## src/rtl/fsr_pkg.sv

```systemverilog
package fsr_pkg;
   localparam int TT_W = 3;

   typedef enum logic [TT_W-1:0] {
      TT_NONE   = 3'd0,
      TT_IEEE   = 3'd1,
      TT_UNFIN  = 3'd2,
      TT_UNIMPL = 3'd3,
      TT_SEQ    = 3'd4
   } trap_cause_e;

   typedef enum logic [1:0] {
      RND_NEAR = 2'd0,
      RND_ZERO = 2'd1,
      RND_PINF = 2'd2,
      RND_NINF = 2'd3
   } round_dir_e;
endpackage

```

## src/rtl/fsr_exc_unit.sv

```systemverilog
module fsr_exc_unit
   import fsr_pkg::*;
#(
   parameter int EXC_W = 5
) (
   input  logic [EXC_W-1:0] tem,
   input  logic [EXC_W-1:0] aexc,
   input  logic [EXC_W-1:0] exc,
   input  logic [TT_W-1:0]  op_tt,
   output logic [EXC_W-1:0] nxt_aexc,
   output logic [TT_W-1:0]  nxt_tt,
   output logic             take_trap
);
   logic [EXC_W-1:0] enabled_hit;
   logic             ieee_trap;
   logic             op_trap;

   genvar gi;
   generate
      for (gi = 0; gi < EXC_W; gi++) begin : g_bit
         assign enabled_hit[gi] = tem[gi] & exc[gi];
         assign nxt_aexc[gi]    = aexc[gi] | (exc[gi] & ~take_trap);
      end
   endgenerate

   assign op_trap   = (op_tt != TT_NONE);
   assign ieee_trap = |enabled_hit;
   assign take_trap = op_trap | ieee_trap;

   always_comb begin
      if (op_trap)        nxt_tt = op_tt;
      else if (ieee_trap) nxt_tt = TT_IEEE;
      else                nxt_tt = TT_NONE;
   end
endmodule

```

## src/rtl/fsr_word_pack.sv

```systemverilog
module fsr_word_pack
   import fsr_pkg::*;
#(
   parameter int DATA_W  = 32,
   parameter int EXC_W   = 5,
   parameter int CC_W    = 2,
   parameter int RND_W   = 2,
   parameter int CEXC_LO = 0,
   parameter int AEXC_LO = 5,
   parameter int CC_LO   = 10,
   parameter int Q_POS   = 12,
   parameter int TT_LO   = 13,
   parameter int TEM_LO  = 16,
   parameter int PREC_LO = 21,
   parameter int RDIR_LO = 23
) (
   input  logic [EXC_W-1:0] cexc,
   input  logic [EXC_W-1:0] aexc,
   input  logic [CC_W-1:0]  cc,
   input  logic             qflag,
   input  logic [TT_W-1:0]  tt,
   input  logic [EXC_W-1:0] tem,
   input  logic [RND_W-1:0] prec,
   input  logic [RND_W-1:0] rdir,
   output logic [DATA_W-1:0] word
);
   always_comb begin
      word = '0;
      word[CEXC_LO +: EXC_W] = cexc;
      word[AEXC_LO +: EXC_W] = aexc;
      word[CC_LO   +: CC_W]  = cc;
      word[Q_POS]            = qflag;
      word[TT_LO   +: TT_W]  = tt;
      word[TEM_LO  +: EXC_W] = tem;
      word[PREC_LO +: RND_W] = prec;
      word[RDIR_LO +: RND_W] = rdir;
   end
endmodule

```

## src/rtl/fpu_status_reg.sv

```systemverilog
module fpu_status_reg
   import fsr_pkg::*;
#(
   parameter int EXC_W  = 5,
   parameter int CC_W   = 2,
   parameter int RND_W  = 2,
   parameter int DATA_W = 32
) (
   input  logic              clk,
   input  logic              rst_n,
   input  logic              ld_en,
   input  logic [DATA_W-1:0] ld_data,
   output logic [DATA_W-1:0] rd_data,
   input  logic              op_done,
   input  logic [EXC_W-1:0]  op_exc,
   input  logic              op_cmp,
   input  logic [CC_W-1:0]   op_cc,
   input  logic [TT_W-1:0]   op_tt,
   input  logic              queue_nonempty,
   output logic              trap_req,
   output logic [RND_W-1:0]  round_dir,
   output logic [CC_W-1:0]   cond_code
);
   localparam int CEXC_LO = 0;
   localparam int AEXC_LO = CEXC_LO + EXC_W;
   localparam int CC_LO   = AEXC_LO + EXC_W;
   localparam int Q_POS   = CC_LO + CC_W;
   localparam int TT_LO   = Q_POS + 1;
   localparam int TEM_LO  = TT_LO + TT_W;
   localparam int PREC_LO = TEM_LO + EXC_W;
   localparam int RDIR_LO = PREC_LO + RND_W;
   localparam int USED_W  = RDIR_LO + RND_W;

   generate
      if (USED_W > DATA_W) begin : g_bad_width
         $error("fpu_status_reg: fields need %0d bits, DATA_W is %0d", USED_W, DATA_W);
      end
      if (EXC_W < 1 || CC_W < 1 || RND_W < 1) begin : g_bad_field
         $error("fpu_status_reg: field widths must be positive");
      end
   endgenerate

   logic [EXC_W-1:0] cexc_q, aexc_q, tem_q;
   logic [CC_W-1:0]  cc_q;
   logic [TT_W-1:0]  tt_q;
   logic [RND_W-1:0] prec_q, rdir_q;
   logic             trap_q;

   logic [EXC_W-1:0] nxt_aexc;
   logic [TT_W-1:0]  nxt_tt;
   logic             take_trap;
   logic             sw_load;

   assign sw_load = ld_en & ~op_done;

   fsr_exc_unit #(.EXC_W(EXC_W)) i_exc (
      .tem       (tem_q),
      .aexc      (aexc_q),
      .exc       (op_exc),
      .op_tt     (op_tt),
      .nxt_aexc  (nxt_aexc),
      .nxt_tt    (nxt_tt),
      .take_trap (take_trap)
   );

   always_ff @(posedge clk or negedge rst_n) begin
      if (!rst_n) begin
         cexc_q <= '0;
         aexc_q <= '0;
         tem_q  <= '0;
         cc_q   <= '0;
         tt_q   <= TT_NONE;
         prec_q <= '0;
         rdir_q <= RND_NEAR;
         trap_q <= 1'b0;
      end else begin
         trap_q <= op_done & take_trap;
         if (op_done) begin
            cexc_q <= op_exc;
            aexc_q <= nxt_aexc;
            tt_q   <= nxt_tt;
            if (op_cmp && !take_trap) cc_q <= op_cc;
         end else if (sw_load) begin
            cexc_q <= ld_data[CEXC_LO +: EXC_W];
            aexc_q <= ld_data[AEXC_LO +: EXC_W];
            cc_q   <= ld_data[CC_LO   +: CC_W];
            tem_q  <= ld_data[TEM_LO  +: EXC_W];
            prec_q <= ld_data[PREC_LO +: RND_W];
            rdir_q <= ld_data[RDIR_LO +: RND_W];
         end
      end
   end

   fsr_word_pack #(
      .DATA_W(DATA_W), .EXC_W(EXC_W), .CC_W(CC_W), .RND_W(RND_W),
      .CEXC_LO(CEXC_LO), .AEXC_LO(AEXC_LO), .CC_LO(CC_LO), .Q_POS(Q_POS),
      .TT_LO(TT_LO), .TEM_LO(TEM_LO), .PREC_LO(PREC_LO), .RDIR_LO(RDIR_LO)
   ) i_pack (
      .cexc  (cexc_q),
      .aexc  (aexc_q),
      .cc    (cc_q),
      .qflag (queue_nonempty),
      .tt    (tt_q),
      .tem   (tem_q),
      .prec  (prec_q),
      .rdir  (rdir_q),
      .word  (rd_data)
   );

   assign trap_req  = trap_q;
   assign round_dir = rdir_q;
   assign cond_code = cc_q;


   trap_raise_chk: assert property (@(posedge clk) disable iff (!rst_n)
      (op_done && ((op_tt != TT_NONE) || ((tem_q & op_exc) != '0))) |=> trap_req);


   aexc_sticky_chk: assert property (@(posedge clk) disable iff (!rst_n)
      (!ld_en || op_done) |=> ((aexc_q & $past(aexc_q)) == $past(aexc_q)));


   tt_clear_chk: assert property (@(posedge clk) disable iff (!rst_n)
      (op_done && op_tt == TT_NONE && (tem_q & op_exc) == '0) |=> (tt_q == TT_NONE && !trap_req));


   cc_hold_chk: assert property (@(posedge clk) disable iff (!rst_n)
      (!(op_done && op_cmp) && !ld_en) |=> $stable(cc_q));


   trap_origin_chk: assert property (@(posedge clk) disable iff (!rst_n)
      trap_req |-> $past(op_done));
endmodule

```

## config.mk

```make
export PLATFORM = sky130hd
export DESIGN_NAME = fpu_status_reg
export DESIGN_NICKNAME = d
export VERILOG_FILES = /design/src/rtl/fsr_pkg.sv /design/src/rtl/fsr_exc_unit.sv /design/src/rtl/fsr_word_pack.sv /design/src/rtl/fpu_status_reg.sv
export SDC_FILE = /design/constraint.sdc
export NUM_CORES = 1
export LEC_CHECK = 0
export ABC_AREA = 1
export BUFFER_PORTS_ARGS = -buffer_cell sky130_fd_sc_hd__buf_2
export CAP_MARGIN = 15
export CORE_MARGIN = 3
export CORE_UTILIZATION = 40
export DETAILED_ROUTE_END_ITERATION = 12
export GPL_TIMING_DRIVEN = 0
export HOLD_SLACK_MARGIN = 0.08
export PLACE_DENSITY = 0.75
export SLEW_MARGIN = 10
export SYNTH_ARGS = -nofsm -noshare
export SYNTH_HDL_FRONTEND = slang
export SYNTH_SLANG_ARGS = --single-unit
```

## constraint.sdc

```tcl
create_clock -name clk -period 1.29 [get_ports clk]
set_input_delay 0.387 -clock clk [delete_from_list [all_inputs] [get_ports clk]]
set_output_delay 0.387 -clock clk [all_outputs]
set_load 0.03 [all_outputs]
```

# Word level (Yosys, flattened, before mapping)
# Index checks and enable logic that the tools add are counted.
# totals
register_bits	25
input_bits	48
wordCells	45
# op_classes
eq_ne	1
muxes	9
bitwise_logic	20
n_reduce_logical	7
# ops
cell	n
$mux W5	4
$and A1 B1 Y1	12
$mux W2	3
$or A1 B1 Y1	6
$reduce_or A5 Y1	1
$reduce_and A2 Y1	2
$mux W3	1
$reduce_bool A3 Y1	1
$ne A2 B1 Y1 const B	1
$not A1 Y1	2
$reduce_bool A2 Y1	1
$logic_and A1 B1 Y1	1
$logic_not A1 Y1	1
$mux W1	1

# Depth between registers and ports, before layout
# Gate-level depths: netlist (run 1).
# logic_depth
word_depth	7
ltp_mapped	8
ltp_nobuf	8

# Modules after synthesis
# From an unflattened synthesis (run 1), not the netlist that was laid out.
# unflattened
hier_cells	194
area_unflattened_um2	1495.2
# by_module_without_submodules
module	instances	cells_each	area_each_um2	seq_area_each_um2
fpu_status_reg	1	126	1068.5	625.6
fsr_word_pack	1	33	244.0	0.0
fsr_exc_unit	1	35	182.7	0.0

# Worst setup path before layout (run 1)
# No wires, ideal clock.
# synth_timing
path_type	register to register
start	register tem_q[4]
end	register cc_q[0] (netlist: cond_code[0])
arrival_ns	1.133
required_ns	1.172
slack_ns	0.040
stages_incl_launch_ff	9
path_buffers	0
cell_sequence	dfrtp_1 -> nand2_1 -> nand2_1 -> nor2_1 -> nand3_2 -> nand2_2 -> nand2_2 -> nand2_1 -> nand2_1
# synth_between
elab_chain_cells	7
# synth_lines
element	line_no	source
start, declared	fpu_status_reg.sv:43	logic [EXC_W-1:0] cexc_q, aexc_q, tem_q;
start signal, assigned	fpu_status_reg.sv:87	tem_q <= ld_data[TEM_LO +: EXC_W];
$and A1 B1 Y1	fsr_exc_unit.sv:21	assign enabled_hit[gi] = tem[gi] & exc[gi];
$reduce_or A5 Y1	fsr_exc_unit.sv:27	assign ieee_trap = |enabled_hit;
$or A1 B1 Y1	fsr_exc_unit.sv:28	assign take_trap = op_trap | ieee_trap;
$logic_not A1 Y1	fpu_status_reg.sv:82	if (op_cmp && !take_trap) cc_q <= op_cc;
$logic_and A1 B1 Y1	fpu_status_reg.sv:82	
$ne A2 B1 Y1 (no line)	n/a	
$reduce_and A2 Y1 (no line)	n/a	
end signal, assigned	fpu_status_reg.sv:82	
end signal, assigned	fpu_status_reg.sv:86	cc_q <= ld_data[CC_LO +: CC_W];
end, declared	fpu_status_reg.sv:44	logic [CC_W-1:0] cc_q;
# No other way between the ends.
# A chain may end at the register's enable or synchronous reset.

# Worst setup path in the final report (run 1)
# layout_timing
start	register cc_q[0] (netlist: cond_code[0])
end	output rd_data[10]
# layout_rtl
element	line_no	source
end, declared	fpu_status_reg.sv:13	output logic [DATA_W-1:0] rd_data,
# No word-level cell between the ends.

==> results.cfg, run 1 <==
[timing]
slew_viol_final = 0
hold_viol = 0
worstMarginPinSlew_ns = 0.555
fin_setup_tns_ns = -0.481
skew_ns = 0.00224
timing.slew.headroom_pct = 63.0
rsz0062_at_grt = true
setup_viol = 10
setup_slack_ns = -0.102
max_freq_ghz = 0.718
fin_crit_ns = 1.39
period_share_pct = 108

[cts]
clk_latency_ns = 0.32
cts_tree = built
htreeDepth = 1
clk_path_buf_depth = 2
clk_pin_slew_worst_paths_ns = 0.13
clock_sinks = 25
cts_buffers = 3
cts-root-buf = clkbuf_4

[job]
cap_violations = 0

[global_route]
grt_overflow = 0
grt_pass1_vias = 1106
grt_first_pass_wirelength_um = 4640
antenna_found_initial = 0
grt_max_degree = 26
track_usage_pct = 16.9

[run_status]
violations = setup timing
status = complete, but fails checks

[synthesis]
ys_warn_count = 0
yosys.cell_types.count = 17
netlist_instances = 147
yosysSeqAreaShare_pct = 52.2
ys_ff_latch = 25
syn_area_per_cell_sq_um = 8.15
syn-cell-area_sq_um = 1200

[route]
vias_per_cell = 4.60
drc = 0
drtIter0Drc = 22
vias = 1229
detail_route.wl_per_cell_um = 12.0
ant_nets = 0
wl_um = 3200
drt_pass1_iterations = 4

[placed_design]
dp_hpwl_um = 2230
gp_congestion = 0.718
port_buffers = 65
postPlaceCellArea_sq_um = 1580

[worst_setup_path]
crit_top_cell = buf_6
crit_required_ns = 0.90
crit_path_max_incr_delay_ns = 0.43
cp_slowest_cell = dfrtp_1
cp.arrival_ns = 1.00
crit_family = flip-flops
critPathBufInv = 2
cp-start-kind = register
path_cells = buf_6 -> buf_6
crit_type = register to primary output
worstSetupEndpointType = primary output
cp_max_fo = 3

[layout]
utilization_pct = 68.1
mostFrequentLayoutCells = 79 x nand2_1, 39 x buf_2, 30 x buf_6
fin_area_sq_um = 1910
n_antenna_cell = 0
area.growth.synth_to_final_pct = 59.5
drive_gt1_share_pct = 44.5
final_common_cell = nand2_1
num-nets-final = 285

[floorplan]
rows = 19
initial_core_util_pct = 42.7
die_y_um = 60.7
core_sq_um = 2810
die-area_sq_um = 3690
ioPinCount = 85
die_w_um = 60.7

[power]
leakage_nw = 1.09
worst_ir_drop_vdd_uv = 679
power.density_nw_per_um2 = 1160
total_power_mw = 2.22

[min_path]
hold_class = input port to register
[synth_stat cells]
cell type,n,area [sq um]
buf_4,13,97.6
conb_1,1,3.75
inv_4,1,6.26
nand2_2,2,12.5
inv_2,1,3.75
nor3_2,1,10.0
a21oi_1,1,5.00
nor2_1,4,15.0
nand3_1,7,35.0
nand2_1,79,297
dfrtp_1,25,626
nand2_4,1,11.3
nand3_2,1,10.0
o211ai_1,5,37.5
buf_2,1,5.00
inv_1,3,11.3
buf_6,1,11.3
[report_power, final]
part	internal, mW	leakage [nW]	switching (mW)
logic	0.423	0.766	0.488
clock network	0.121	0.0150	0.229
registers	0.877	0.306	0.0805
[timing repair]
| action | in CTS | in global routing |
|---|---|---|
| gates resized for setup | 23 | 52 |
| pin swaps | 0 | 0 |
| hold endpoints to repair | 25 | 0 |
| setup buffers | 8 | 5 |
| hold buffers | 1 | 0 |
| endpoints found under the setup margin | 16 | 30 |
[metrics by stage]
stage | setup WS (ns) | std cells | hold WS [ns]
6_report | -0.102 | 267 | 0.248
3_3_place_gp | -0.0565 | 249 | 0.403
2_1_floorplan | 0.0395 | 153 | 0.0914
3_5_place_dp | -0.0713 | 249 | 0.410
4_1_cts | -0.0946 | 262 | 0.249
5_1_grt | -0.145 | 267 | 0.248
[registers in the layout (all words and copies together), names as in the netlist]
signal,count
round_dir,2
trap_req,1
cexc_q,5
aexc_q,5
prec_q,2
cond_code,2
tt_q,3
tem_q,5
[routing by layer]
layer	vias to the layer above	routed length [um]	GRT usage [%]
met4	0	38	4.64
li1	618	-	-
met2	52	1580	28.5
met3	5	259	4.89
met5	-	0	0
met1	554	1320	21.2
[layout make-up]
cell class | instances | area [sq um]
plain buffers | 15 | 129
clock buffers | 4 | 26.3
fillers | 240 | 896
inverters | 5 | 21.3
multi-input cells | 108 | 474
flip-flops and latches | 25 | 626
well taps | 31 | 38.8
repair buffers | 79 | 594
[worst reg2reg max path, stage by stage, from the launching register on]
cell and delay, ns:
dfrtp_1 0.43, buf_4 0.15, nand2_1 0.05, nand2_1 0.06
inv_2 0.07, nand3_4 0.12, nand2_4 0.11, nand2_2 0.05
nand2_1 0.05, nand2_1 0.05
[final timing paths]
kind	startpoint	endpoint	slack, ns	cells after the start
max in group asynchronous	rst_n	aexc_q[4]	0.36	2
worst min register to register	tt_q[1]	tt_q[1]	0.52	2
worst max-delay path	cond_code[0]	rd_data[10]	-0.10	2
worst max register to register	tem_q[0]	cond_code[1]	0.06	9
worst min-delay path	ld_data[24]	round_dir[1]	0.25	3
min in group asynchronous	rst_n	trap_req	0.57	2
[kinds of logic (layout without fill, tap and decap cells)]
family | after synthesis | after routing | share of synthesized area [%]
flip-flops | 25 | 25 | 52.2
other | 1 | 7 | 0.313
buffers and inverters | 20 | 103 | 11.3
AO/OA/AOI/OAI | 6 | 6 | 3.55
AND/OR/NAND/NOR | 95 | 95 | 32.6
Note: power is estimated with default switching activity, not from simulation.
==> inputs of run 2 (changes only) <==
SETUP_SLACK_MARGIN = 0.5   (was unset)
==> results.cfg, run 2 (synthesis gave the netlist of run 1 again) <==
[route]
wl_um = 3490
drt_pass1_iterations = 4
vias_per_cell = 4.64
drtIter0Drc = 62
vias = 1235
ant_nets = 0
wl_met3_um = 153
detail_route.wl_per_cell_um = 13.1
met1_length_um = 1370
drc = 0
maxUsedRoutingLayer = met4
wl_met2_um = 1920

[cts]
clk_path_buf_depth = 2
clock_sinks = 25
cts-root-buf = clkbuf_4
cts_buffers = 3
htreeDepth = 1
cts_tree = built
clk_pin_slew_worst_paths_ns = 0.14
clk_latency_ns = 0.32

[floorplan]
die_y_um = 60.7
die_w_um = 60.7
initial_core_util_pct = 42.7
die-area_sq_um = 3690
core_sq_um = 2810
ioPinCount = 85
rows = 19

[power]
total_power_mw = 2.33
p_int_mw = 1.49
switching_share_pct = 36.3
worst_ir_drop_vdd_uv = 517
pwr-share-clk_pct = 15.2
pwr-share-seq_pct = 42.1
power.density_nw_per_um2 = 1120
p_switching_uw = 847
leakage_nw = 1.09
power_frac_comb_pct = 42.8

[global_route]
antenna_found_initial = 0
grt_max_degree = 26
grt_overflow = 0
grt_first_pass_wirelength_um = 5170
track_usage_pct = 18.8
grt_pass1_vias = 1183

[layout]
mostFrequentLayoutCells = 69 x nand2_1, 42 x buf_6, 34 x buf_2
drive_gt1_share_pct = 61.3
n_antenna_cell = 0
utilization_pct = 74.0
fin_cells = 266
layout_top_registers = aexc_q (5), cexc_q (5), tem_q (5)
area.growth.synth_to_final_pct = 73.2
num-nets-final = 284
fin_area_sq_um = 2070
fillerInstances = 208
final_common_cell = nand2_1

[worst_setup_path]
cp_slowest_cell = dfrtp_2
cp.arrival_ns = 1.02
crit_type = register to primary output
cp-start-kind = register
crit_top_cell = buf_6
cp_max_fo = 3
critPathBufInv = 2
path_cells = buf_6 -> buf_6
crit_path_max_incr_delay_ns = 0.46
crit_required_ns = 0.90
crit_family = flip-flops
worstSetupEndpointType = primary output

[placed_design]
postPlaceCellArea_sq_um = 1680
dp_hpwl_um = 2310
dp_slack_ns = -0.0518
dp_cells = 249
port_buffers = 65
gp_congestion = 0.729

[timing]
timing.slew.headroom_pct = 62.8
fin_crit_ns = 1.41
worstMarginPinSlew_ns = 0.558
period_share_pct = 109
max_freq_ghz = 0.710
setup_viol = 14
setup_slack_ns = -0.119
holdWs_ns = 0.0352
rsz0062_at_grt = true
skew_ns = 0.00434
slew_viol_final = 0
fin_setup_tns_ns = -0.563
hold_viol = 0

[min_path]
hold_class = input port to asynchronous set/reset pin

[run_status]
status = complete, but fails checks
violations = setup timing

[job]
cap_violations = 0
## run 2: cell count changes in the layout (fill, tap and decap cells not counted), moves of 3 or more
cell,change
dfrtp_1,-25
dfrtp_2,+25
buf_6,+12
buf_4,-10
nand2_1,-10
nand2_2,+10
buf_2,-5
buf_8,+3
## run 2: worst paths after layout
kind	startpoint	endpoint	slack, ns	cells past startpoint
worst max-delay path	cond_code[0]	rd_data[10]	-0.12	2
min in group clk	ld_data[22]	prec_q[1]	0.25	3
worst min register to register	tt_q[1]	tt_q[1]	0.51	2
worst max register to register	tem_q[2]	cond_code[1]	0.09	9
max in group asynchronous	rst_n	prec_q[1]	0.86	1
worst min-delay path	rst_n	aexc_q[2]	0.04	1
## run 2: power groups by stage
stage	clock (mW)	combinational [mW]	sequential, mW
after floorplan	0	0.292	1.16
after global placement	0	0.708	0.968
after detailed placement	0	0.716	0.971
after CTS	0.361	0.929	0.976
after global routing	0.386	1.06	0.997
final	0.354	0.998	0.982
## run 2: final cells by class
type,instances,area (sq um),area share (%)
timing repair buffer,78,647,31.2
clock buffer,3,22.5,1.09
tap,31,38.8,1.87
sequential,25,657,31.7
clock inverter,1,5.00,0.241
buffer,15,146,7.06
multi-input combinational,108,519,25.0
inverter,5,38.8,1.87
## run 2: worst reg2reg max path, stage by stage, from the launching register on
cell and delay, ns:
dfrtp_2 0.45, buf_6 0.13, nand2_2 0.05, nand2_2 0.06, inv_2 0.07, nand3_4 0.11, nand2_4 0.11, nand2_2 0.05
nand2_1 0.05, nand2_1 0.04
## run 2: metal layers
layer  up-vias  track usage, %
met2        41            35.4
met5         -               0
met3         4            2.13
met4         0            4.95
li1        617               -
met1       573            22.6
## run 2: timing repair
action	4_1_cts	5_1_grt
hold endpoints to repair	25	0
pin swaps	2	0
gates resized for setup	71	14
buffers inserted	8	5
setup endpoints to repair	49	49
==> inputs of run 3 (changes only) <==
ABC_AREA = unset   (was 1)
==> results.cfg, run 3 <==
[worst_setup_path]
cp_slowest_cell = dfrtp_2
crit_type = register to register
path_cells = a222oi_1 -> buf_4 -> nand2_4 -> o21bai_4 -> mux2_4
reg2reg_setup_slack_ns = -0.33
crit_required_ns = 1.49
crit_path_max_incr_delay_ns = 0.43
rr_worst_depth = 5
critPathBufInv = 1
cp.arrival_ns = 1.82
r2r-start = tem_q[1]
crit_family = compound AO/OA/AOI/OAI gates
cp-start-kind = register
worstSetupEndpointType = register
cp_max_fo = 2
reg2reg_to = cond_code[0]

[timing]
hold_viol = 0
worstMarginPinSlew_ns = 0.542
setup_slack_ns = -0.325
skew_ns = 0.0107
setup_viol = 15
rsz0062_at_grt = true
max_freq_ghz = 0.619
fin_crit_ns = 1.62
timing.slew.headroom_pct = 63.9
slew_viol_final = 0
period_share_pct = 125

[global_route]
antenna_found_initial = 0
grt_pass1_vias = 1052
grt_max_degree = 26
track_usage_pct = 18.9
grt_overflow = 0
grt_first_pass_wirelength_um = 5030

[cts]
clk_latency_ns = 0.31
cts_buffers = 3
clock_sinks = 25
clk_pin_slew_worst_paths_ns = 0.13
cts-root-buf = clkbuf_4
cts_tree = built
clk_path_buf_depth = 2
htreeDepth = 1

[synthesis]
synth_top_area_share_pct = 53.6
yosys.cell_types.count = 21
netlist_instances = 98
synthAdderAreaFrac_pct = 0
ys_warn_count = 0
synth-xor-area-share_pct = 0
synth_common_cells = 25 x dfrtp_1, 15 x mux2_2, 12 x buf_4
yosysSeqAreaShare_pct = 53.6
synth_area_leaders = dfrtp_1 54%, mux2_2 14%, buf_4 7.7%, mux2i_1 4.3%, a221o_1 3.4%
yosys.area_share.simple_pct = 7.29
synthArstFlopShare_pct = 100
synth_top_cell_by_area = dfrtp_1
synthMuxAreaShare_pct = 18.8
synth_top_family_by_area = multiplexers
ys_ff_latch = 25
synth_edf_count = 0
synth_most_common_cell = dfrtp_1
synthFlopType = dfrtp_1
synth_compound_area_share_pct = 10.1
syn_area_per_cell_sq_um = 11.9
syn-cell-area_sq_um = 1170

[layout]
fin_cells = 214
drive_gt1_share_pct = 76.6
num-nets-final = 233
layout_top_registers = aexc_q (5), cexc_q (5), tem_q (5)
area.growth.synth_to_final_pct = 82.0
n_antenna_cell = 0
final_common_cell = buf_6
mostFrequentLayoutCells = 38 x buf_6, 33 x buf_2, 23 x dfrtp_2
fin_area_sq_um = 2120

[route]
drt_pass1_iterations = 6
vias_per_cell = 4.99
wl_um = 3490
vias = 1067
drtIter0Drc = 30
ant_nets = 0
drc = 0
detail_route.wl_per_cell_um = 16.3

[floorplan]
die-area_sq_um = 3600
rows = 18
die_w_um = 60.0
ioPinCount = 85
die_y_um = 60.0
core_sq_um = 2610
initial_core_util_pct = 44.7

[run_status]
status = complete, but fails checks
violations = setup timing

[power]
switching_share_pct = 34.0
total_power_mw = 2.44
p_int_mw = 1.61
power_frac_comb_pct = 45.5
pwr-share-clk_pct = 13.7
power.density_nw_per_um2 = 1150
p_switching_uw = 829
worst_ir_drop_vdd_uv = 946
leakage_nw = 1.05
pwr-share-seq_pct = 40.7

[min_path]
hold_class = input port to asynchronous set/reset pin

[placed_design]
port_buffers = 64
postPlaceCellArea_sq_um = 1690
gp_congestion = 0.823
dp_slack_ns = -0.525
dp_cells = 198
dp_hpwl_um = 2260

[job]
cap_violations = 0
## run 3: how the worst max path moves through the flow
stage              start           end  slack [ns]  cells past startpoint
2_1_floorplan   tem_q[1]  cond_code[0]       -0.34                      4
3_3_place_gp   op_exc[1]  cond_code[0]       -0.50                      5
3_5_place_dp   op_exc[1]  cond_code[0]       -0.53                      5
4_1_cts         tem_q[1]  cond_code[0]       -0.36                      4
5_1_grt         tem_q[1]  cond_code[1]       -0.38                      5
6_report        tem_q[1]  cond_code[0]       -0.33                      5
## run 3: worst reg2reg max path, delay by kind of cell, from the launching register on
family / cells / cell delay, ns
compound gates: 2 / 0.51
mux: 1 / 0.31
simple gates: 1 / 0.06
flops: 1 / 0.43
buf+inv: 1 / 0.20
## run 3: per-layer routing
metal	wire (um)	up-vias	global-route usage [%]
li1	-	498	-
met1	1300	514	23.5
met2	1890	45	32.1
met3	193	10	3.46
met4	104	0	7.28
met5	0	-	0
## run 3: through the flow
stage	hold slack, ns	utilization, %	TNS (ns)
floorplan	0.0914	-	-1.49
global placement	0.393	64.7	-3.06
detailed placement	0.398	64.7	-3.29
CTS	0.0378	78.4	-2.81
global route	0.0624	81.3	-4.11
finish	0.0352	81.3	-2.74
## run 3: what timing repair did
item / 4_1_cts / 5_1_grt
resized for setup: 76 / 10
setup endpoints to repair: 49 / 53
gates cloned: 1 / 0
pin swaps: 8 / 5
hold endpoints to repair: 25 / 25
setup buffers: 7 / 4
## run 3: kinds of logic (layout without fill, tap and decap cells)
logic type | after synthesis | count (layout)
buffers and inverters | 18 | 98
other | 1 | 7
AOI/OAI and AO/OA | 16 | 16
DFF | 25 | 25
muxes | 20 | 20
and+or+nand+nor | 18 | 18
## run 3: layout make-up
type | count | area, sq um
Sequential cell | 25 | 654
Multi-Input combinational cell | 61 | 546
Inverter | 1 | 3.75
Timing Repair Buffer | 76 | 656
Buffer | 17 | 201
Fill cell | 125 | 488
Clock buffer | 4 | 26.3
Tap cell | 30 | 37.5
## run 3: power groups by stage
stage          registers [mW]  clock network (mW)  logic, mW
2_1_floorplan            1.19                   0      0.340
3_3_place_gp            0.972                   0      0.777
3_5_place_dp            0.978                   0      0.786
4_1_cts                 0.989               0.352       1.04
5_1_grt                  1.01               0.374       1.17
6_report                0.994               0.335       1.11
